## config.mk

```make
export PLATFORM = sky130hd
export DESIGN_NAME = flow_sequencer
export DESIGN_NICKNAME = d
export VERILOG_FILES = /design/src/rtl/flow_pkg.sv /design/src/rtl/flow_ctrl.sv /design/src/rtl/flow_dpath.sv /design/src/rtl/flow_sequencer.sv
export SDC_FILE = /design/constraint.sdc
export NUM_CORES = 1
export LEC_CHECK = 0
export BUFFER_PORTS_ARGS = -buffer_cell sky130_fd_sc_hd__clkbuf_2
export CORE_ASPECT_RATIO = 1.4
export CORE_UTILIZATION = 52
export DETAILED_ROUTE_END_ITERATION = 8
export HOLD_SLACK_MARGIN = 0.06
export PLACE_DENSITY = 0.79
export REMOVE_ABC_BUFFERS = 1
export SKIP_LAST_GASP = 1
export SLEW_MARGIN = 20
export SYNTH_ARGS = -nofsm -noshare
export SYNTH_HDL_FRONTEND = slang
export SYNTH_HIERARCHICAL = 1
export SYNTH_SLANG_ARGS = --single-unit
```

## constraint.sdc

```tcl
create_clock -name clk -period 3.4 [get_ports clk]
set_input_delay 0.51 -clock clk [delete_from_list [all_inputs] [get_ports clk]]
set_output_delay 0.51 -clock clk [all_outputs]
set_load 0.1 [all_outputs]
```

## src/rtl/flow_pkg.sv

```systemverilog
package flow_pkg;

  typedef enum logic [3:0] {
    OP_NOP    = 4'd0,
    OP_BREQI  = 4'd1,
    OP_BRNEI  = 4'd2,
    OP_BREQB  = 4'd3,
    OP_BRNEB  = 4'd4,
    OP_CALL   = 4'd5,
    OP_RET    = 4'd6,
    OP_BL     = 4'd7,
    OP_SRET   = 4'd8,
    OP_JUMPR  = 4'd9,
    OP_JUMPA  = 4'd10,
    OP_IRET   = 4'd11,
    OP_WAITIN = 4'd12
  } flowOp_e;

  typedef enum logic [2:0] {
    NX_SEQ, NX_HOLD, NX_REL, NX_ABS, NX_REGOFF, NX_STACK, NX_LINK, NX_SAVED
  } nextSel_e;

  typedef struct packed {
    nextSel_e nextSel;
    logic     push;
    logic     pop;
    logic     linkWr;
    logic     takePreempt;
    logic     leaveHandler;
  } flowCtl_t;

endpackage

```

## src/rtl/flow_ctrl.sv

```systemverilog
module flow_ctrl
  import flow_pkg::*;
#(
  parameter int DATA_W = 32,
  localparam int BIT_W = $clog2(DATA_W)
) (
  input  logic              opValid,
  input  logic [3:0]        opCode,
  input  logic [DATA_W-1:0] regVal,
  input  logic [DATA_W-1:0] immVal,
  input  logic [BIT_W-1:0]  bitSel,
  input  logic              wptrMoved,
  input  logic              preemptReq,
  input  logic              stackEmpty,
  input  logic              inHandler,
  output flowCtl_t          ctl,
  output logic              stalled
);

  logic regEq;
  logic bitSet;

  assign regEq  = (regVal == immVal);
  assign bitSet = regVal[bitSel];

  always_comb begin
    ctl = '0;
    ctl.nextSel = opValid ? NX_SEQ : NX_HOLD;
    stalled = 1'b0;
    if (opValid) begin
      case (flowOp_e'(opCode))
        OP_BREQI: if (regEq)   ctl.nextSel = NX_REL;
        OP_BRNEI: if (!regEq)  ctl.nextSel = NX_REL;
        OP_BREQB: if (bitSet)  ctl.nextSel = NX_REL;
        OP_BRNEB: if (!bitSet) ctl.nextSel = NX_REL;
        OP_CALL: begin
          ctl.push    = 1'b1;
          ctl.nextSel = NX_ABS;
        end
        OP_RET: begin
          ctl.pop     = 1'b1;
          ctl.nextSel = stackEmpty ? NX_SEQ : NX_STACK;
        end
        OP_BL: begin
          ctl.linkWr  = 1'b1;
          ctl.nextSel = NX_ABS;
        end
        OP_SRET:  ctl.nextSel = NX_LINK;
        OP_JUMPR: ctl.nextSel = NX_REGOFF;
        OP_JUMPA: ctl.nextSel = NX_ABS;
        OP_IRET: begin
          ctl.nextSel      = NX_SAVED;
          ctl.leaveHandler = 1'b1;
        end
        OP_WAITIN: if (!wptrMoved) begin
          ctl.nextSel = NX_HOLD;
          stalled     = 1'b1;
        end
        default: ctl.nextSel = NX_SEQ;
      endcase
    end
    ctl.takePreempt = preemptReq && !inHandler;
  end

endmodule

```

## src/rtl/flow_dpath.sv

```systemverilog
module flow_dpath
  import flow_pkg::*;
#(
  parameter int ADDR_W  = 12,
  parameter int OFF_W   = 10,
  parameter int STACK_D = 8,
  localparam int PTR_W  = $clog2(STACK_D + 1),
  localparam int IDX_W  = (STACK_D > 1) ? $clog2(STACK_D) : 1
) (
  input  logic              clk,
  input  logic              rst_n,
  input  flowCtl_t          ctl,
  input  logic [OFF_W-1:0]  relOff,
  input  logic [ADDR_W-1:0] absAddr,
  input  logic [ADDR_W-1:0] regLow,
  input  logic [ADDR_W-1:0] preemptEntry,
  output logic [ADDR_W-1:0] pcQ,
  output logic [ADDR_W-1:0] linkQ,
  output logic              stackErr,
  output logic              stackEmpty,
  output logic              inHandler
);

  logic [ADDR_W-1:0] stackMem [STACK_D];
  logic [PTR_W-1:0]  depthQ;
  logic [ADDR_W-1:0] savedQ;
  logic [ADDR_W-1:0] seqPc, relPc, regOffPc, topAddr, nextPc;
  logic [IDX_W-1:0]  topIdx;
  logic              stackFull;

  assign stackEmpty = (depthQ == '0);
  assign stackFull  = (depthQ == PTR_W'(STACK_D));
  assign seqPc      = pcQ + ADDR_W'(1);
  assign relPc      = pcQ + ADDR_W'($signed(relOff));
  assign regOffPc   = absAddr + regLow;
  assign topIdx     = stackEmpty ? '0 : IDX_W'(depthQ - PTR_W'(1));
  assign topAddr    = stackMem[topIdx];

  always_comb begin
    case (ctl.nextSel)
      NX_SEQ:    nextPc = seqPc;
      NX_REL:    nextPc = relPc;
      NX_ABS:    nextPc = absAddr;
      NX_REGOFF: nextPc = regOffPc;
      NX_STACK:  nextPc = topAddr;
      NX_LINK:   nextPc = linkQ;
      NX_SAVED:  nextPc = savedQ;
      default:   nextPc = pcQ;
    endcase
  end

  always_ff @(posedge clk) begin
    if (!rst_n) begin
      pcQ       <= '0;
      linkQ     <= '0;
      savedQ    <= '0;
      depthQ    <= '0;
      stackErr  <= 1'b0;
      inHandler <= 1'b0;
    end else begin
      pcQ <= ctl.takePreempt ? preemptEntry : nextPc;
      if (ctl.takePreempt) begin
        savedQ    <= nextPc;
        inHandler <= 1'b1;
      end else if (ctl.leaveHandler) begin
        inHandler <= 1'b0;
      end
      if (ctl.linkWr) linkQ <= seqPc;
      if (ctl.push) begin
        if (stackFull) stackErr <= 1'b1;
        else           depthQ   <= depthQ + PTR_W'(1);
      end else if (ctl.pop) begin
        if (stackEmpty) stackErr <= 1'b1;
        else            depthQ   <= depthQ - PTR_W'(1);
      end
    end
  end

  for (genvar gi = 0; gi < STACK_D; gi++) begin : g_slot
    always_ff @(posedge clk) begin
      if (ctl.push && !stackFull && depthQ == PTR_W'(gi))
        stackMem[gi] <= seqPc;
    end
  end

  assert_depth_bound_R6: assert property (@(posedge clk) disable iff (!rst_n)
    depthQ <= PTR_W'(STACK_D));

  assert_no_overflow_R6: assert property (@(posedge clk) disable iff (!rst_n)
    (ctl.push && stackFull) |=> (depthQ == $past(depthQ)) && stackErr);

  assert_err_sticky_R6: assert property (@(posedge clk) disable iff (!rst_n)
    stackErr |=> stackErr);

  assert_link_write_R7: assert property (@(posedge clk) disable iff (!rst_n)
    ctl.linkWr |=> linkQ == $past(pcQ) + ADDR_W'(1));

  assert_preempt_entry_R10: assert property (@(posedge clk) disable iff (!rst_n)
    ctl.takePreempt |=> (pcQ == $past(preemptEntry)) && inHandler);

endmodule

```

## src/rtl/flow_sequencer.sv

```systemverilog
module flow_sequencer
  import flow_pkg::*;
#(
  parameter int ADDR_W  = 12,
  parameter int DATA_W  = 32,
  parameter int OFF_W   = 10,
  parameter int STACK_D = 8,
  localparam int BIT_W  = $clog2(DATA_W)
) (
  input  logic              clk,
  input  logic              rst_n,
  input  logic              opValid,
  input  logic [3:0]        opCode,
  input  logic [DATA_W-1:0] regVal,
  input  logic [DATA_W-1:0] immVal,
  input  logic [BIT_W-1:0]  bitSel,
  input  logic [OFF_W-1:0]  relOff,
  input  logic [ADDR_W-1:0] absAddr,
  input  logic              wptrMoved,
  input  logic              preemptReq,
  input  logic [ADDR_W-1:0] preemptEntry,
  output logic [ADDR_W-1:0] fetchPc,
  output logic [ADDR_W-1:0] linkReg,
  output logic              stalled,
  output logic              inHandler,
  output logic              stackErr
);

  flowCtl_t ctl;
  logic     stackEmpty;

  flow_ctrl #(.DATA_W(DATA_W)) u_ctrl (
    .opValid    (opValid),
    .opCode     (opCode),
    .regVal     (regVal),
    .immVal     (immVal),
    .bitSel     (bitSel),
    .wptrMoved  (wptrMoved),
    .preemptReq (preemptReq),
    .stackEmpty (stackEmpty),
    .inHandler  (inHandler),
    .ctl        (ctl),
    .stalled    (stalled)
  );

  flow_dpath #(.ADDR_W(ADDR_W), .OFF_W(OFF_W), .STACK_D(STACK_D)) u_dpath (
    .clk          (clk),
    .rst_n        (rst_n),
    .ctl          (ctl),
    .relOff       (relOff),
    .absAddr      (absAddr),
    .regLow       (regVal[ADDR_W-1:0]),
    .preemptEntry (preemptEntry),
    .pcQ          (fetchPc),
    .linkQ        (linkReg),
    .stackErr     (stackErr),
    .stackEmpty   (stackEmpty),
    .inHandler    (inHandler)
  );

  assert_stall_hold_R9: assert property (@(posedge clk) disable iff (!rst_n)
    (stalled && !(preemptReq && !inHandler)) |=> $stable(fetchPc));

  assert_idle_hold_R2: assert property (@(posedge clk) disable iff (!rst_n)
    (!opValid && !(preemptReq && !inHandler)) |=> $stable(fetchPc));

endmodule

```

-- After elaboration in Yosys (flattened, before gate mapping)
Memory sizes are Yosys's and may differ from the RTL's.
Cells that the tools add are included.
Widths: inputs -> output; s select.
- bitwise logic cells: 0
- add/sub/neg operators: 5
- shift-type cells: 0
- divide/modulo/power cells: 0
- $lt $le $gt $ge: 1
- eq/ne operators: 30
- mux-type cells: 69
- reductions and logical operators: 27
- multiply operators: 0
- operators with widths (operator ; number):
    $mux 12 ; 8
    $pmux 12 s7 ; 1
    $reduce_or 12->1 ; 7
    $mux 3 ; 14
    $mux 1 ; 39
    $eq 32x32->1 ; 1
    $eq 4x3->1 const B ; 8
    $pmux 3 s10 ; 1
    $add 12x12->12 ; 2
    $eq 4x4->1 const B ; 6
    $eq 4x2->1 const B ; 4
    $mux 4 ; 4
    $add 12x1->12 const B ; 1
    $eq 3x3->1 const B ; 4
    $logic_and 1x1->1 ; 10
    $eq 4x1->1 const B ; 2
    $eq 3x2->1 const B ; 2
    $lt 5x6->1 const B ; 1
    $mux 6 ; 1
    $reduce_and 3->1 ; 2
    $reduce_bool 2->1 ; 3
    $bmux 1 s5 ; 1
    $add 4x1->4 const B ; 1
    $logic_not 4->1 ; 1
    other kinds (6) ; 8
- register bits after elaboration: 42
- latch bits: 0
- memory bits (read-only): 0
- bits of input ports: 112
- memories: 1
- memory bits (writable): 96
- memories (memory ; depth ; bits a word ; read ports ; clocked after memory_dff ; wr ports ; RTL line ; RTL):
    u_dpath.stackMem ; 8 ; 12 ; 1 ; 0 ; 1 ; flow_dpath.sv:24 ; logic [ADDR_W-1:0] stackMem [STACK_D];

-- Longest topological paths before layout
Gate-level depths: netlist of the first run.
- depth after elaboration: 17
- mapped depth: 17
- mapped depth without buffers: 13

-- Hierarchy
The synthesis of the first run kept the hierarchy.
- modules (own cells, without submodules) (module ; area an instance (µm²) ; instances ; cells each):
    flow_dpath ; 7448.4 ; 1 ; 674
    flow_ctrl ; 918.4 ; 1 ; 120

-- Worst setup path before layout of the first run
No wires, ideal clock.
- path kind: input -> register
- start point: input port bitSel[1]
- end point: register u_dpath.savedQ[4]
- arrival time: 3.432 ns
- slack: -0.091 ns
- cell stages on the path: 15
- path buffers: 3
- path through: buf_6 mux2i_1 a22o_1 a2111oi_4 a22oi_2 a2111oi_4 a311o_1 clkbuf_1 or3b_2 clkbuf_1 a211oi_1 a211oi_1 and3_1 o22ai_1 o211a_1
- RTL lines (item ; RTL line ; RTL):
    start: declaration ; flow_sequencer.sv:16 ; input logic [BIT_W-1:0] bitSel,
    end signal: assignment ; flow_dpath.sv:63 ; savedQ <= nextPc;
    end: declaration ; flow_dpath.sv:26 ; logic [ADDR_W-1:0] savedQ;

==> results.yml, run 1 <==
logic_synthesis:
  synth-edff-count: 96
  ys_warn_count: 6
  synthTopCellsByArea: "edfxtp_1, dfxtp_1, mux2i_1, xnor2_1, ha_1"
  synth_top_area_cell: "edfxtp_1"
  synth_top_area_share_pct: 34.5
  netlist_area_sq_mm: 0.00837
  syn_inst: 794
  synth_seq_cells: 138
  async_flop_share_pct: 0
  synthFlopType: "edfxtp_1"
  ys_seq_area_share_pct: 44.5
  ys_types: 72
  avgSynthCellArea_sq_um: 10.5
timing:
  fmax_mhz: 309
  max-slew-margin-rel_pct: 27.8
  fin_crit_sh_pct: 95.3
  tns_ns: 0
  finClkSkew_ns: 0.00972
  setup_slack_ns: 0.161
  holdWs_ns: 0.292
  period_needed_ns: 3.24
  hold_violations: 0
  final-setup-viol-count: 0
  tightest_slew_ns: 1.08
  finalMaxSlewViolations: 0
  grt_setup_unrepaired: "no"
clocking:
  cts_setup_buffers: 0
  cts_hold_buf: 0
  cts_resized: 0
  path_clk_slew_ns: 0.06
  cts_tree: "built"
  clk_path_buf_depth: 2
  numCtsBuffers: 17
  clkSinkCount: 138
  clk_latency_ns: 0.42
  cts-root-buf: "clkbuf_16"
  h-tree-depth: 4
layout:
  layout.area.seq_sq_mm: 0.00372
  nNetsFinal: 1133
  area_delta_synth_final_pct: 24.0
  fillers: 1238
  mostFrequentLayoutCell: "clkbuf_2"
  n_antenna_cell: 0
  multi_input_area_sq_mm: 0.00441
  layout-drive-gt1-share_pct: 28.6
  layout_common_cells: "clkbuf_2, edfxtp_1, buf_4"
  postLayoutCoreUtil_pct: 66.2
drt:
  via_per_inst: 6.17
  drtIter0Drc: 669
  routed-via-count: 7402
  wirelength_mm: 26.1
  drt-pass1-iter-count: 9
  antenna_left: 0
  wire_per_inst_microns: 21.8
  drc: 0
worst_setup_path:
  cp-start-kind: "input port"
  cp_top_family: "compound AO/OA/AOI/OAI gates"
  worst_ep_required_time_ns: 3.71
  cpPeakStageDelay_ns: 0.50
  crit_top_cell: "a2111oi_4"
  critPathArrivalTime_ns: 3.55
  path_buf_inv: 2
  crit_chain: "clkbuf_2 -> mux2i_1 -> a22o_1 -> a2111oi_4 -> a22oi_2 -> a2111oi_4 -> a311o_1 -> buf_6 -> nor2_1 -> nand2_1 -> o221ai_1 -> or4_4 -> a31o_1 -> and2_1"
  worstSetupPathType: "in2reg"
  crit_fanout: 14
  crit_slowest_cell: "or4_4"
  worstSetupEndpointType: "flip-flop"
global_route:
  gr-usage-all-layers_pct: 32.3
  grt_pass1_vias: 7406
  antenna_found_initial: 1
  grt_overflow_total: 0
  grt_pass1_wl_mm: 39.6
  grt_max_degree: 43
floorplanning:
  chipWidth_microns: 109
  start_util_pct: 53.4
  core_sq_mm: 0.0157
  rows: 54
  io_pins: 139
  die_area_sq_mm: 0.0166
  die_y_microns: 152
pwr:
  p_leak_nw: 4.16
  p_per_area_mw_per_mm2: 465
  power_mw: 4.82
  peakVddDrop_uv: 418
placement:
  gp_congestion: 0.979
  hpwlAfterDp_mm: 20.1
  pre_cts_ws_ns: -0.324
  io_buffers: 138
outcome:
  status: "completed"
worst_hold_path:
  hp-class: "in2reg"
flow_run:
  maxCapViolCount: 0
-- worst paths after layout --
kind | from | end | slack [ns] | depth (start not counted)
worst max-delay path | bitSel[1] | u_dpath/pcQ[2]$_SDFF_PN0_ | 0.16 | 14
worst max register to register | u_dpath/depthQ[1]$_SDFFE_PN0P_ | u_dpath/pcQ[6]$_SDFF_PN0_ | 0.21 | 12
worst min register to register | u_dpath/savedQ[9]$_SDFFE_PN0P_ | u_dpath/savedQ[9]$_SDFFE_PN0P_ | 0.46 | 2
worst min-delay path | preemptEntry[5] | u_dpath/pcQ[5]$_SDFF_PN0_ | 0.29 | 3
-- cells by family (layout without fill, tap and decap cells) --
kind of cell               Yosys count  count (layout)  share of synthesized area, %
muxes                               73              73                          9.09
DFF                                138             138                          44.5
buffers and inverters               59             269                          3.24
AOI/OAI and AO/OA                  194             194                          17.4
xor gates and xnor gates            59              59                          6.18
adders and majority gates           29              29                          4.52
and+or+nand+nor                    242             242                          15.1
-- tightest hold or removal path: stages --
cell      delay, ns
clkbuf_2       0.08
nand2_1        0.04
o31ai_1        0.05
-- Yosys cell counts, types with 9 or more instances --
cell type  instances
nor2b_1           32
edfxtp_1          96
nor2_1            49
o21a_1            11
o22ai_1            9
xor2_1            10
mux2i_1           58
mux2_2            14
nand2_1           51
nand4_1           11
xnor2_1           49
nand2b_1          10
dfxtp_1           42
a21oi_1           36
a222oi_1          11
nand3_1           11
clkbuf_1          26
inv_1             17
nor3_1            25
and3_1             9
ha_1              27
and2_1             9
o21ai_0           29
a32o_1             9
-- final cells by class --
class	count	share of cell area, %
multi-input cells	597	42.6
flip-flops and latches	138	35.9
repair buffers	220	13.0
clock inverters	14	1.44
clock buffers	17	4.10
well taps	196	2.36
inverters	18	0.651
-- sequential cells by signal, summed over array words and instances (netlist names) --
register and cells:
u_dpath/stackMem 96, u_dpath/linkQ 12, u_dpath/stackErr 1, u_dpath/savedQ 12, u_dpath/inHandler 1, u_dpath/depthQ 4
u_dpath/pcQ 12
-- through the flow --
stage	cell area, sq um	cells
CTS	10300	1200
finish	10400	1200
global placement	9750	1169
floorplan	8160	753
global route	10400	1200
detailed placement	9750	1169
-- power by group --
| group | internal, mW | switching [mW] | total (mW) | leakage [nW] |
|---|---|---|---|---|
| Combinational | 0.427 | 0.692 | 1.12 | 2.66 |
| Sequential | 1.87 | 0.0499 | 1.92 | 1.22 |
| Clock | 1.08 | 0.710 | 1.79 | 0.283 |
-- metal layers --
layer / up-vias / GRT usage, % / wire length (microns)
li1: 3422 / - / -
met1: 3497 / 34.5 / 9120
met2: 383 / 58.6 / 13900
met3: 98 / 5.32 / 1580
met4: 2 / 17.8 / 1540
met5: - / 0 / 13
Note: power is estimated with default switching activity, not from simulation.
==> inputs of run 2 (changes only) <==
--- a/config.mk
+++ b/config.mk
@@ -10,11 +10,10 @@
 export CORE_UTILIZATION = 52
 export DETAILED_ROUTE_END_ITERATION = 8
 export HOLD_SLACK_MARGIN = 0.06
-export PLACE_DENSITY = 0.79
+export PLACE_DENSITY = 0.8
 export REMOVE_ABC_BUFFERS = 1
 export SKIP_LAST_GASP = 1
 export SLEW_MARGIN = 20
 export SYNTH_ARGS = -nofsm -noshare
 export SYNTH_HDL_FRONTEND = slang
-export SYNTH_HIERARCHICAL = 1
 export SYNTH_SLANG_ARGS = --single-unit
==> run 2 against run 1 <==
Register-to-register slack hardly changed. Critical path depth is 1 lower. Critical path type is now reg2reg. Final cell count is 2.3% lower. Area after synthesis is 2.2% lower. Clock skew is 0.0023 ns lower. Die area is 2.2% lower. Non-clock buffer count is 35 lower. Largest cell class unchanged. Clock power hardly changed.
==> results.yml, run 2 <==
logic_synthesis:
  async_flop_share_pct: 0
  synth_top_area_cell: "edfxtp_1"
  netlist_area_sq_mm: 0.00818
  avgSynthCellArea_sq_um: 10.2
  syn_inst: 801
  synth_top_area_share_pct: 35.2
  ys_warn_count: 0
  synthFlopType: "edfxtp_1"
  synth-edff-count: 96
  synth_seq_cells: 138
  yosys.cell_count.top_type: "nand2_1"
  ys_seq_area_share_pct: 45.5
  synth_commonest_cells: "nand2_1, edfxtp_1, nor2_1"
  synthTopCellsByArea: "edfxtp_1, dfxtp_1, xnor2_1, nand2_1, ha_1"
  ys_types: 79
clocking:
  clk_latency_ns: 0.42
  clk_path_buf_depth: 2
  h-tree-depth: 4
  numCtsBuffers: 17
  cts_setup_buffers: 0
  clkSinkCount: 138
  path_clk_slew_ns: 0.06
  cts_tree: "built"
  cts-root-buf: "clkbuf_16"
floorplanning:
  core_sq_mm: 0.0152
  start_util_pct: 53.9
  die_y_microns: 150
  die_area_sq_mm: 0.0162
  rows: 53
  io_pins: 139
  chipWidth_microns: 108
layout:
  largest_reg_flops: 96
  area_delta_synth_final_pct: 20.9
  regMostFlops: "u_dpath.stackMem"
  layout-drive-gt1-share_pct: 25.7
  layout_common_cells: "clkbuf_2, nand2_1, edfxtp_1"
  mostFrequentLayoutCell: "clkbuf_2"
  nNetsFinal: 1107
placement:
  hpwlAfterDp_mm: 19.2
  pre_cts_ws_ns: -0.0836
  io_buffers: 138
  gp_congestion: 0.937
global_route:
  grt_pass1_wl_mm: 40.4
  grt_pass1_vias: 7216
  gr-usage-all-layers_pct: 34.5
  grt_overflow_total: 0
  grt_max_degree: 27
  antenna_found_initial: 1
drt:
  antenna_left: 0
  wirelength_mm: 26.7
  drt-pass1-iter-count: 6
  wire_per_inst_microns: 22.7
  drc: 0
  via_per_inst: 6.33
  drtIter0Drc: 615
  routed-via-count: 7414
pwr:
  p_int_mw: 3.29
  clkPwrFrac_pct: 36.9
  p_leak_nw: 3.90
  comb_power_share_pct: 23.7
  peakVddDrop_uv: 267
  switching_share_pct: 31.8
  power_mw: 4.82
  p_per_area_mw_per_mm2: 488
  p_sw_mw: 1.53
  seqPwrFrac_pct: 39.4
flow_run:
  maxCapViolCount: 0
timing:
  fin_crit_sh_pct: 94.3
  finalMaxSlewViolations: 0
  final-setup-viol-count: 0
  max-slew-margin-rel_pct: 35.6
  fmax_mhz: 312
  hold_violations: 0
  period_needed_ns: 3.20
  finClkSkew_ns: 0.00743
  setup_slack_ns: 0.195
  tightest_slew_ns: 0.960
  grt_setup_unrepaired: "no"
outcome:
  status: "completed"
worst_setup_path:
  worstSetupEndpointType: "flip-flop"
  crit_fanout: 21
  cp-start-kind: "flip-flop"
  worst_ep_required_time_ns: 3.70
  critPathArrivalTime_ns: 3.51
  worstSetupPathType: "reg2reg"
worst_hold_path:
  hp-class: "in2reg"
run 2: area by class of cell:
| type | count | area, sq um |
|---|---|---|
| antenna | 1 | 2.50 |
| multi-input combinational | 610 | 4240 |
| tap | 192 | 240 |
| inverter | 14 | 52.6 |
| fill | 1197 | 5300 |
| sequential | 138 | 3720 |
| timing repair buffer | 185 | 1070 |
| clock inverter | 14 | 138 |
| clock buffer | 18 | 429 |
run 2: metal layers:
metal | GRT usage (%) | vias to the layer above | routed length [microns]
met1 | 34.9 | 3473 | 9060
li1 | - | 3365 | -
met4 | 27.5 | 0 | 1820
met3 | 11.2 | 131 | 2520
met2 | 58.1 | 445 | 13300
met5 | 0 | - | 0
run 2: path summary, 6_finish.rpt:
| kind | to | cells past startpoint | startpoint | slack (ns) |
|---|---|---|---|---|
| max | u_dpath.pcQ[10]$_SDFF_PN0_ | 13 | u_dpath.depthQ[1]$_SDFFE_PN0P_ | 0.20 |
| min | u_dpath.pcQ[8]$_SDFF_PN0_ | 3 | preemptEntry[8] | 0.29 |
| max reg2reg | u_dpath.pcQ[10]$_SDFF_PN0_ | 13 | u_dpath.depthQ[1]$_SDFFE_PN0P_ | 0.20 |
| min reg2reg | u_dpath.savedQ[8]$_SDFFE_PN0P_ | 2 | u_dpath.savedQ[8]$_SDFFE_PN0P_ | 0.47 |
run 2: what timing repair did:
action,in CTS,in global routing
gates resized for setup,0,8
hold buffers,0,0
endpoints found under the setup margin,0,18
run 2: worst max-delay path, cell delays in order (launching register included):
cell      delay [ns]
dfxtp_1         0.35
inv_1           0.12
ha_1            0.28
nor3b_4         0.41
nor2_1          0.16
buf_12          0.19
a211oi_1        0.27
a311oi_1        0.08
a211oi_1        0.48
o22ai_1         0.16
mux2i_1         0.15
o21ai_0         0.10
o31a_1          0.14
a22o_1          0.20
run 2: per-stage QoR:
stage / std cells / instance area [sq um] / setup TNS (ns) / hold WS [ns] / util [%]
after floorplan: 762 / 7980 / -0.821 / 0.420 / -
after global placement: 1139 / 9290 / -0.189 / 0.437 / 61.2
after detailed placement: 1139 / 9290 / -0.157 / 0.446 / 61.2
after CTS: 1171 / 9860 / 0 / 0.285 / 64.9
after global routing: 1171 / 9890 / 0 / 0.314 / 65.1
final: 1172 / 9890 / 0 / 0.289 / 65.1
run 2: logic make-up after synthesis:
logic type                 Yosys count  synth area share, %
DFF                                138                 45.5
muxes                               41                 6.30
xor gates and xnor gates            67                 7.17
AOI/OAI and AO/OA                  204                 17.8
adders and majority gates           29                 4.62
buffers and inverters               53                 3.04
and+or+nand+nor                    269                 15.5
run 2: power groups by stage:
stage               Sequential (mW)  Combinational (mW)  Clock (mW)
detailed placement             1.94                1.10           0
finish                         1.90                1.14        1.78
global placement               1.94                1.09           0
CTS                            1.90                1.11        1.78
global route                   1.91                1.22        1.84
floorplan                      2.07               0.566           0
==> inputs of run 3 (changes only) <==
--- a/config.mk
+++ b/config.mk
@@ -6,11 +6,13 @@
 export NUM_CORES = 1
 export LEC_CHECK = 0
 export BUFFER_PORTS_ARGS = -buffer_cell sky130_fd_sc_hd__clkbuf_2
+export CELL_PAD_IN_SITES_DETAIL_PLACEMENT = 0
+export CELL_PAD_IN_SITES_GLOBAL_PLACEMENT = 1
 export CORE_ASPECT_RATIO = 1.4
-export CORE_UTILIZATION = 52
+export CORE_UTILIZATION = 40
 export DETAILED_ROUTE_END_ITERATION = 8
 export HOLD_SLACK_MARGIN = 0.06
-export PLACE_DENSITY = 0.8
+export PLACE_DENSITY = 0.79
 export REMOVE_ABC_BUFFERS = 1
 export SKIP_LAST_GASP = 1
 export SLEW_MARGIN = 20
==> run 3 against run 2 <==
Via count down 3.7%. Critical endpoint is now u_dpath.savedQ[10]$_SDFFE_PN0P_. Final cell count up 5.9%. Sequential cell count unchanged. Critical path type unchanged. Total power up 1.5%. Largest power group unchanged.
==> results.yml, run 3 (synthesized netlist as in run 2, its figures left out) <==
outcome:
  status: "completed"
floorplanning:
  io_pins: 139
  die_area_sq_mm: 0.0210
  die_y_microns: 171
  rows: 61
  start_util_pct: 41.1
  chipWidth_microns: 123
  core_sq_mm: 0.0199
layout:
  regMostFlops: "u_dpath.stackMem"
  final_area_sq_mm: 0.0100
  area_delta_synth_final_pct: 22.6
  nNetsFinal: 1117
  multi_input_area_sq_mm: 0.00422
  layout.area.seq_sq_mm: 0.00372
  layout-drive-gt1-share_pct: 26.3
  final_cells: 1241
  fillers: 1857
  layout_common_cells: "clkbuf_2, nand2_1, edfxtp_1"
  mostFrequentLayoutCell: "clkbuf_2"
  n_antenna_cell: 0
  largest_reg_flops: 96
clocking:
  path_clk_slew_ns: 0.07
  numCtsBuffers: 17
  cts_hold_buf: 0
  clk_path_buf_depth: 2
  cts_setup_buffers: 0
  cts_tree: "built"
  cts-root-buf: "clkbuf_16"
  cts_resized: 0
  clk_latency_ns: 0.43
  h-tree-depth: 4
  clkSinkCount: 138
global_route:
  grt_pass1_vias: 7208
  grt_pass1_wl_mm: 39.8
  gr-usage-all-layers_pct: 26.0
  antenna_found_initial: 0
  grt_max_degree: 24
  grt_overflow_total: 0
worst_setup_path:
  critPathArrivalTime_ns: 3.48
  crit_fanout: 3
  worst_ep_required_time_ns: 3.72
  worstSetupEndpointType: "flip-flop"
  r2r_slack_ns: 0.24
  cp-start-kind: "flip-flop"
  worstSetupPathType: "reg2reg"
flow_run:
  maxCapViolCount: 0
timing:
  finClkSkew_ns: 0.0117
  finalMaxSlewViolations: 0
  setup_slack_ns: 0.244
  tightest_slew_ns: 0.888
  final-setup-viol-count: 0
  max-slew-margin-rel_pct: 40.4
  grt_setup_unrepaired: "no"
  fmax_mhz: 317
  period_needed_ns: 3.16
  fin_crit_sh_pct: 92.8
  hold_violations: 0
drt:
  via_per_inst: 5.75
  antenna_left: 0
  drc: 0
  drt-pass1-iter-count: 5
  routed-via-count: 7139
  wirelength_mm: 26.0
  drtIter0Drc: 441
  wire_per_inst_microns: 20.9
pwr:
  p_int_mw: 3.32
  p_per_area_mw_per_mm2: 488
  comb_power_share_pct: 23.1
  clkPwrFrac_pct: 38.1
  seqPwrFrac_pct: 38.8
  p_leak_nw: 3.96
  switching_share_pct: 32.2
  p_sw_mw: 1.58
  peakVddDrop_uv: 349
placement:
  io_buffers: 138
  hpwlAfterDp_mm: 20.6
  place_area_sq_mm: 0.00944
  placed_cells: 1209
  pre_cts_ws_ns: -0.0257
  gp_congestion: 0.918
worst_hold_path:
  hp-class: "in2reg"
run 3: final cells by class:
| type | count | share of cell area, % |
|---|---|---|
| Timing Repair Buffer | 195 | 11.3 |
| Clock inverter | 15 | 1.68 |
| Inverter | 14 | 0.524 |
| Multi-Input combinational cell | 610 | 42.0 |
| Sequential cell | 138 | 37.1 |
| Tap cell | 252 | 3.14 |
| Clock buffer | 17 | 4.24 |
run 3: stage by stage:
step | utilization [%] | hold WS (ns) | power, mW | TNS [ns]
floorplan | - | 0.420 | 2.64 | -0.821
global placement | 47.4 | 0.436 | 3.05 | 0
detailed placement | 47.4 | 0.443 | 3.06 | -0.0596
CTS | 50.4 | 0.271 | 4.90 | 0
global route | 50.4 | 0.284 | 5.06 | 0
finish | 50.4 | 0.278 | 4.90 | 0
run 3: final timing paths:
path / from / endpoint / depth (start not counted)
setup / recovery: u_dpath.pcQ[0]$_SDFF_PN0_ / u_dpath.savedQ[10]$_SDFFE_PN0P_ / 12
hold / removal: preemptEntry[7] / u_dpath.pcQ[7]$_SDFF_PN0_ / 3
setup reg to reg: u_dpath.pcQ[0]$_SDFF_PN0_ / u_dpath.savedQ[10]$_SDFFE_PN0P_ / 12
hold reg to reg: u_dpath.savedQ[11]$_SDFFE_PN0P_ / u_dpath.savedQ[11]$_SDFFE_PN0P_ / 2
run 3: power by group through the flow:
stage | sequential [mW] | clock (mW) | combinational (mW)
2_1_floorplan | 2.07 | 0 | 0.566
3_3_place_gp | 1.94 | 0 | 1.12
3_5_place_dp | 1.94 | 0 | 1.12
4_1_cts | 1.90 | 1.87 | 1.13
5_1_grt | 1.90 | 1.94 | 1.22
6_report | 1.90 | 1.86 | 1.13
run 3: metal layers:
layer  part of all wire, %  vias up  GRT usage, %  wire (microns)
li1                      -     3380             -               -
met1                    37     3371          27.4            9560
met2                    53      307          48.3           13800
met3                   4.9       81          4.21            1280
met4                   5.2        0          14.4            1350
met5                     0        -             0               0
run 3: critical path, stage by stage (launching register included):
cell and delay (ns):
dfxtp_1 0.31, ha_1 0.22, fa_1 0.43, a21oi_1 0.20, o21ai_0 0.23, a2111oi_0 0.58
o41ai_1 0.20, xnor2_1 0.19, o221ai_1 0.13, mux2i_1 0.14, o21ai_0 0.09, o31a_1 0.13
a22o_1 0.20
